[config.mk]
export PLATFORM = sky130hd
export DESIGN_NAME = usb_pipe_ctrl
export DESIGN_NICKNAME = d
export VERILOG_FILES = /design/src/rtl/usb_pipe_pkg.sv /design/src/rtl/pipe_pid_ctl.sv /design/src/rtl/pipe_seq_ctl.sv /design/src/rtl/usb_pipe_ctrl.sv
export SDC_FILE = /design/constraint.sdc
export NUM_CORES = 1
export LEC_CHECK = 0
export BUFFER_PORTS_ARGS = -buffer_cell sky130_fd_sc_hd__buf_2
export CORE_AREA = 4 4 41 43
export DETAILED_ROUTE_END_ITERATION = 10
export DIE_AREA = 0 0 45 47
export PLACE_DENSITY_LB_ADDON = 0.05
export SLEW_MARGIN = 20
export SYNTH_ARGS = -nofsm -noshare
export SYNTH_HDL_FRONTEND = slang
export SYNTH_SLANG_ARGS = --single-unit
[constraint.sdc]
create_clock -name clk_i -period 2 [get_ports clk_i]
set_input_delay 0 -clock clk_i [delete_from_list [all_inputs] [get_ports clk_i]]
set_output_delay 0 -clock clk_i [all_outputs]
set_load 0.03 [all_outputs]
[src/rtl/usb_pipe_pkg.sv]
package usb_pipe_pkg;
  localparam int unsigned REG_W   = 10;
  localparam int unsigned PID_W   = 2;
  localparam int unsigned TYPE_W  = 2;
  localparam int unsigned BIT_ACLR = 9;
  localparam int unsigned BIT_CLR  = 8;
  localparam int unsigned BIT_SET  = 7;
  localparam int unsigned BIT_SEQ  = 6;
  localparam logic [TYPE_W-1:0] TYPE_ISO = 2'b11;

  typedef enum logic [PID_W-1:0] {
    HS_NAK   = 2'b00,
    HS_BUF   = 2'b01,
    HS_STALL = 2'b10
  } hs_e;
endpackage

[src/rtl/pipe_pid_ctl.sv]
module pipe_pid_ctl
  import usb_pipe_pkg::*;
(
  input  logic             clk_i,
  input  logic             rst_ni,
  input  logic             wr_en_i,
  input  logic [PID_W-1:0] wr_pid_i,
  input  logic             xfer_err_i,
  input  logic             host_mode_i,
  output logic [PID_W-1:0] pid_o,
  output logic             pid_nak_o,
  output logic             token_ok_o,
  output hs_e              resp_hs_o
);
  logic [PID_W-1:0] pid_q;

  always_ff @(posedge clk_i or negedge rst_ni) begin
    if (!rst_ni)         pid_q <= HS_NAK;
    else if (xfer_err_i) pid_q <= HS_STALL;   // hardware wins over software
    else if (wr_en_i)    pid_q <= wr_pid_i;
  end

  always_comb begin
    unique case (pid_q)
      2'b00:   resp_hs_o = HS_NAK;
      2'b01:   resp_hs_o = HS_BUF;
      default: resp_hs_o = HS_STALL;
    endcase
  end

  assign pid_o      = pid_q;
  assign pid_nak_o  = (pid_q == HS_NAK);
  assign token_ok_o = host_mode_i && (resp_hs_o == HS_BUF);

  AST_ERR_STALL: assert property (@(posedge clk_i) disable iff (!rst_ni)
    xfer_err_i |=> pid_o == HS_STALL);
  AST_WR_PID: assert property (@(posedge clk_i) disable iff (!rst_ni)
    (wr_en_i && !xfer_err_i) |=> pid_o == $past(wr_pid_i));
endmodule

[src/rtl/pipe_seq_ctl.sv]
module pipe_seq_ctl (
  input  logic clk_i,
  input  logic rst_ni,
  input  logic wr_en_i,
  input  logic clr_i,
  input  logic set_i,
  input  logic pid_nak_i,
  input  logic iso_i,
  input  logic txn_ok_i,
  output logic seq_o
);
  logic seq_q, do_clr, do_set;

  // strobes act only while NAK and never together
  assign do_clr = wr_en_i && clr_i && !set_i && pid_nak_i;
  assign do_set = wr_en_i && set_i && !clr_i && pid_nak_i && !iso_i;

  always_ff @(posedge clk_i or negedge rst_ni) begin
    if (!rst_ni)       seq_q <= 1'b0;
    else if (do_clr)   seq_q <= 1'b0;
    else if (do_set)   seq_q <= 1'b1;
    else if (txn_ok_i) seq_q <= iso_i ? 1'b0 : ~seq_q;
  end

  assign seq_o = seq_q;

  AST_CLR_DATA0: assert property (@(posedge clk_i) disable iff (!rst_ni)
    (wr_en_i && clr_i && !set_i && pid_nak_i) |=> !seq_o);
  AST_GATE_BUSY: assert property (@(posedge clk_i) disable iff (!rst_ni)
    (wr_en_i && (clr_i || set_i) && !pid_nak_i && !txn_ok_i) |=> $stable(seq_o));
  AST_BOTH_STROBE: assert property (@(posedge clk_i) disable iff (!rst_ni)
    (wr_en_i && clr_i && set_i && !txn_ok_i) |=> $stable(seq_o));
  AST_ISO_DATA0: assert property (@(posedge clk_i) disable iff (!rst_ni)
    (iso_i && txn_ok_i) |=> !seq_o);
  AST_ISO_NO_SET: assert property (@(posedge clk_i) disable iff (!rst_ni)
    (iso_i && wr_en_i && set_i && !clr_i && !txn_ok_i) |=> $stable(seq_o));
endmodule

[src/rtl/usb_pipe_ctrl.sv]
module usb_pipe_ctrl
  import usb_pipe_pkg::*;
(
  input  logic              clk_i,
  input  logic              rst_ni,
  input  logic              wr_en_i,
  input  logic [REG_W-1:0]  wdata_i,
  output logic [REG_W-1:0]  rdata_o,
  input  logic [TYPE_W-1:0] xfer_type_i,
  input  logic              host_mode_i,
  input  logic              txn_ok_i,
  input  logic              xfer_err_i,
  output logic              token_ok_o,
  output logic [PID_W-1:0]  resp_hs_o,
  output logic              buf_clr_req_o
);
  logic [PID_W-1:0] pid;
  logic             pid_nak, seq, aclr_q;
  hs_e              hs;
  logic             unused_rsvd;

  assign unused_rsvd = ^wdata_i[BIT_SEQ:PID_W];

  pipe_pid_ctl u_pid (
    .clk_i      (clk_i),
    .rst_ni     (rst_ni),
    .wr_en_i    (wr_en_i),
    .wr_pid_i   (wdata_i[PID_W-1:0]),
    .xfer_err_i (xfer_err_i),
    .host_mode_i(host_mode_i),
    .pid_o      (pid),
    .pid_nak_o  (pid_nak),
    .token_ok_o (token_ok_o),
    .resp_hs_o  (hs)
  );

  pipe_seq_ctl u_seq (
    .clk_i    (clk_i),
    .rst_ni   (rst_ni),
    .wr_en_i  (wr_en_i),
    .clr_i    (wdata_i[BIT_CLR]),
    .set_i    (wdata_i[BIT_SET]),
    .pid_nak_i(pid_nak),
    .iso_i    (xfer_type_i == TYPE_ISO),
    .txn_ok_i (txn_ok_i),
    .seq_o    (seq)
  );

  always_ff @(posedge clk_i or negedge rst_ni) begin
    if (!rst_ni)      aclr_q <= 1'b0;
    else if (wr_en_i) aclr_q <= wdata_i[BIT_ACLR];
  end

  always_comb begin
    rdata_o                = '0;
    rdata_o[BIT_ACLR]      = aclr_q;
    rdata_o[BIT_SEQ]       = seq;
    rdata_o[PID_W-1:0]     = pid;
  end

  assign resp_hs_o     = hs;
  assign buf_clr_req_o = aclr_q;

  AST_TOKEN_BUF: assert property (@(posedge clk_i) disable iff (!rst_ni)
    token_ok_o |-> (rdata_o[PID_W-1:0] == 2'b01));
  AST_STALL_MAP: assert property (@(posedge clk_i) disable iff (!rst_ni)
    rdata_o[1] |-> (resp_hs_o == HS_STALL));
  AST_ACLR_REQ: assert property (@(posedge clk_i) disable iff (!rst_ni)
    wr_en_i |=> (buf_clr_req_o == $past(wdata_i[BIT_ACLR])));
endmodule

* Word-level counts from Yosys, hierarchy flattened
Index checks and enable logic that the tools add are counted.
** Cells by class
- Reduce and logical (&&, ||, !) cells :: 14
- Equal/unequal tests :: 3
- Muxes and demuxes :: 7
- Bitwise gates (word level) :: 1
** Operators with widths (number)
- logical AND 1 bit :: 8
- == test 2 x 1 -> 1 bit, second input constant :: 2
- two-way mux 1 bit :: 4
- two-way mux 2 bit :: 2
- case mux 2 bit (2 select lines) :: 1
- zero test 1 bit :: 3
- nonzero test 3 bit :: 1
- == test 2 bit, second input constant :: 1
- zero test 2 bit :: 1
- nonzero test 2 bit :: 1
- inverter 1 bit :: 1
** Storage, ports and cells
- Output and inout port bits :: 14
- Bits of input ports :: 18
- Flip-flop bits (word level) :: 4
- Word-level logic and storage cells :: 28

* Depth between registers and ports, before layout
- Depth in word-level cells :: 6
- Gate-level depth with buffers :: 3
- Depth with buffers taken out :: 3

* Cells and area by module
A second synthesis with hierarchy kept.
** Unflattened totals
- Cell total of the unflattened synthesis :: 29
- Area, all modules :: 276.5 um^2
** Modules (own cells, without submodules)
- usb_pipe_ctrl :: area an instance 110.1 um^2, cells each 12, instances 1, sequential area each 25.0 um^2
- pipe_pid_ctl :: area an instance 98.8 um^2, cells each 10, instances 1, sequential area each 50.0 um^2
- pipe_seq_ctl :: area an instance 67.6 um^2, cells each 7, instances 1, sequential area each 25.0 um^2

* Worst setup path after synthesis
OpenSTA, ideal clock, no wires.
- Path kind :: reg2out
- Start point :: register u_pid.pid_q[0], in the netlist u_pid.pid_o[0]
- End point :: output port token_ok_o
- Cell stages (with the launch flop) :: 3
- Arrival time :: 1442 ps
- Path buffers :: 0
- Setup slack :: 558 ps
- Data required time :: 2000 ps
- Path through :: dfrtp_1 nor2b_1 and2_1
** On the way
- Word-level cells in the longest chain between the ends :: 4
- Elaborated cells between the ends (all ways) :: 5
- Those cells by class :: 2 x eq/ne; 1 x mux; 2 x reduce/logical
** Ends and longest elaborated chain
- from (decl) :: RTL line pipe_pid_ctl.sv:15 : logic [PID_W-1:0] pid_q;
- from (signal assigned) :: RTL line pipe_pid_ctl.sv:20 : else if (wr_en_i) pid_q <= wr_pid_i;
- == test 2 x 1 -> 1 bit or zero test 2 bit (tied branches) :: RTL line pipe_pid_ctl.sv:24 : unique case (pid_q)
- case mux 2 bit (2 select lines) * :: RTL line pipe_pid_ctl.sv:24
- via resp_hs_o[0] :: RTL line usb_pipe_ctrl.sv:14 : output logic [PID_W-1:0] resp_hs_o,
- == test 2 x 1 -> 1 bit * :: RTL line pipe_pid_ctl.sv:33 : assign token_ok_o = host_mode_i && (resp_hs_o == HS_BUF);
- logical AND 1 bit * :: RTL line pipe_pid_ctl.sv:33
- to (decl) :: RTL line usb_pipe_ctrl.sv:13 : output logic token_ok_o,
Mark *: on every way through the listed nets, which the timed path passes. The rest lies on a longest branch.

* Worst setup path after layout
- Start point :: register u_pid.pid_q[1], in the netlist u_pid.pid_o[1]
- End point :: output port token_ok_o
** On the way
- Word-level cells in the longest chain between the ends :: 4
- Elaborated cells between the ends (all ways) :: 5
- Those cells by class :: 2 x eq/ne; 1 x mux; 2 x reduce/logical
** Ends and longest elaborated chain (RTL line)
- == test 2 x 1 -> 1 bit or zero test 2 bit (tied branches) :: pipe_pid_ctl.sv:24
- case mux 2 bit (2 select lines) * :: pipe_pid_ctl.sv:24
- == test 2 x 1 -> 1 bit * :: pipe_pid_ctl.sv:33
- logical AND 1 bit * :: pipe_pid_ctl.sv:33
Every way passes the cells marked *; elsewhere a longest branch is shown, timed or not.

==> flow_summary.toml <==
[status]
status = "finished, final reports clean"

[die]
start_util_pct = 20.77
rows = 13
io_pins = 32
die_height_um = 47
core_um2 = 1301
die_area_um2 = 2115
die_x_um = 45

[drt]
dr_total_vias = 260
drt-pass1-iter-count = 2
drtAntennaViolNets = 0
post_drt_wl_per_cell_um = 9.955
wl_um = 667
vias_per_cell = 3.881
post-route-drc-count = 0
drt_iter0_markers = 1

[place]
place_inst = 60
place_congestion = 0.6578
hpwl_um = 545.6
port-buffer-count = 20

[power_and_ir_drop]
p_per_area_nw_per_um2 = 752.3
power_leakage_nw = 0.2234
vdd_drop_max_mv = 0.2552

[final_layout]
fill_cells = 152
antennaDiodeCount = 0
instances_no_fill = 67
area.growth.synth_to_final_pct = 50.46
layout_common_cells = "buf_2 (20), conb_1 (6), dfrtp_1 (4), dlygate4sd3_1 (4)"
finalNetCount = 72
final_common_cell = "buf_2"
drive_above_1_share_pct = 46.15
final_util_pct = 31.25

[timing]
max_freq_ghz = 0.9222
rsz0062_at_grt = "false"
final-hold-violation-count = 0
setup-violations-final = 0
fin_skew_ns = 0.003395
min_period_over_period_pct = 54.22
setup_tns_ns = 0
slew_viol_final = 0
post-route-min-period_ns = 1.084

[clock_tree]
htree_levels = 1
cts_resized = 0
clock_path_buffers = 2
cts_root_buf = "clkbuf_4"
clk_latency_ns = 0.24
clk_pin_slew_worst_paths_ns = 0.04
cts_buffers = 3
clkSinkCount = 4
cts_tree = "yes"

[worst_setup_path]
regToRegStartpoint = "u_pid.pid_o[1]"
cpPeakStageDelay_ns = 0.40
crit_family = "flip-flops"
worstSetupStartpointType = "flip-flop"
path_cells = "nor2b_1 -> and2_1 -> buf_2"
worstPathRequired_ns = 2.00
slowest_stage = "dfrtp_1"
crit_fanout = 5
crit_buf_inv = 1
worstPathArrival_ns = 1.08
critPathCaptureType = "output port"
path_class = "flip-flop to output port"
startpoint = "u_pid.pid_o[1]"

[synth]
netlist_area_um2 = 270.3
seq_area_frac_synth_pct = 37.04
ys_ff_latch = 4
synth_area_per_cell_um2 = 9.319
ys_top_cells_by_area = "dfrtp_1 (37%), buf_4 (22%), mux2i_1 (7.4%)"
synthDominantCellAreaShare_pct = 37.04
syn_inst = 29
yosysWarningCount = 0
synth_top_cell_by_area = "dfrtp_1"
ys_types = 15

[grt]
grt_pass1_wl_um = 1014
grt_pass1_vias = 251
antenna_found_initial = 0
track_usage_pct = 7.058
grt_overflow = 0
grt_max_degree = 7

[flow_run]
drv_cap = 0

[min_path]
hold_path_class = "input pin to flip-flop"
hold_start = "wdata_i[0]"
cell type report:
cell class | count | area [um^2] | share of cell area (%)
clock buffer | 3 | 22.52 | 5.538
tap | 15 | 18.77 | 4.615
sequential | 4 | 100.1 | 24.62
multi-input combinational | 21 | 125.1 | 30.77
timing repair buffer | 24 | 140.1 | 34.46
cells by family (layout without fill, tap and decap cells):
family | count (synthesis) | in the layout | synth area share, %
compound gates | 3 | 3 | 6.941
buf+inv | 9 | 27 | 23.61
flops | 4 | 4 | 37.04
mux | 3 | 3 | 11.57
other cells | 1 | 6 | 1.388
simple gates | 9 | 9 | 19.45
synth_stat cells (all sizes together):
master	count
buf	8
dfrtp	4
nor2b	3
mux2i	2
nor2	2
a211o	1
a21oi	1
and2	1
and4b	1
clkbuf	1
conb	1
mux2	1
nand2	1
nand4	1
o21ai	1
final timing paths:
| kind | endpoint | slack (ns) | depth (start not counted) |
|---|---|---|---|
| hold reg to reg | buf_clr_req_o | 0.53 | 1 |
| max in group asynchronous | u_pid.pid_o[0] | 1.78 | 2 |
| setup reg to reg | u_pid.pid_o[1] | 1.08 | 2 |
| setup / recovery | token_ok_o | 0.92 | 3 |
| min in group asynchronous | buf_clr_req_o | 0.09 | 2 |
| hold / removal | u_pid.pid_o[0] | 0.03 | 3 |
report_power, final:
group / leakage, nW / switching (mW) / internal (mW) / total [mW]
clock: 0.0138 / 0.0342 / 0.0672 / 0.101
combinational: 0.162 / 0.0688 / 0.0354 / 0.104
sequential: 0.0472 / 0.00811 / 0.0922 / 0.100
total: 0.223 / 0.111 / 0.195 / 0.306
metal layers:
layer  GRT usage (%)  vias up  share of wire (%)
met1           7.126      116                 34
met4           8.772        0                2.4
met3           1.149        2                8.8
met2           11.30       13                 55
met5               0        -                  0
li1                -      129                  -
registers in the layout, summed over array words and instances, names as in the netlist:
register	count
u_pid.pid_o	2
buf_clr_req_o	1
u_seq.seq_o	1
worst register-to-register path, stage by stage, from the launching register on:
cell and delay, ns:
dfrtp_1 0.40, nor2b_1 0.14, a211o_1 0.26
metrics by stage:
stage,power (mW),worst slack (ns),hold slack (ns),cell area [um^2]
after floorplan,0.1860,0.5582,-0.2956,289.0
after global placement,0.1976,1.070,-0.1891,344.1
after detailed placement,0.2006,1.070,-0.1884,344.1
after CTS,0.3127,0.8913,0.02399,406.6
after global routing,0.3308,0.8245,0.03482,406.6
final,0.3059,0.9156,0.02519,406.6
what timing repair did:
| action | CTS | global route |
|---|---|---|
| hold buffers | 4 | 0 |
| hold endpoints to repair | 7 | 0 |
| buffers inserted | 0 | 0 |
Note: power is estimated with default switching activity, not from simulation.
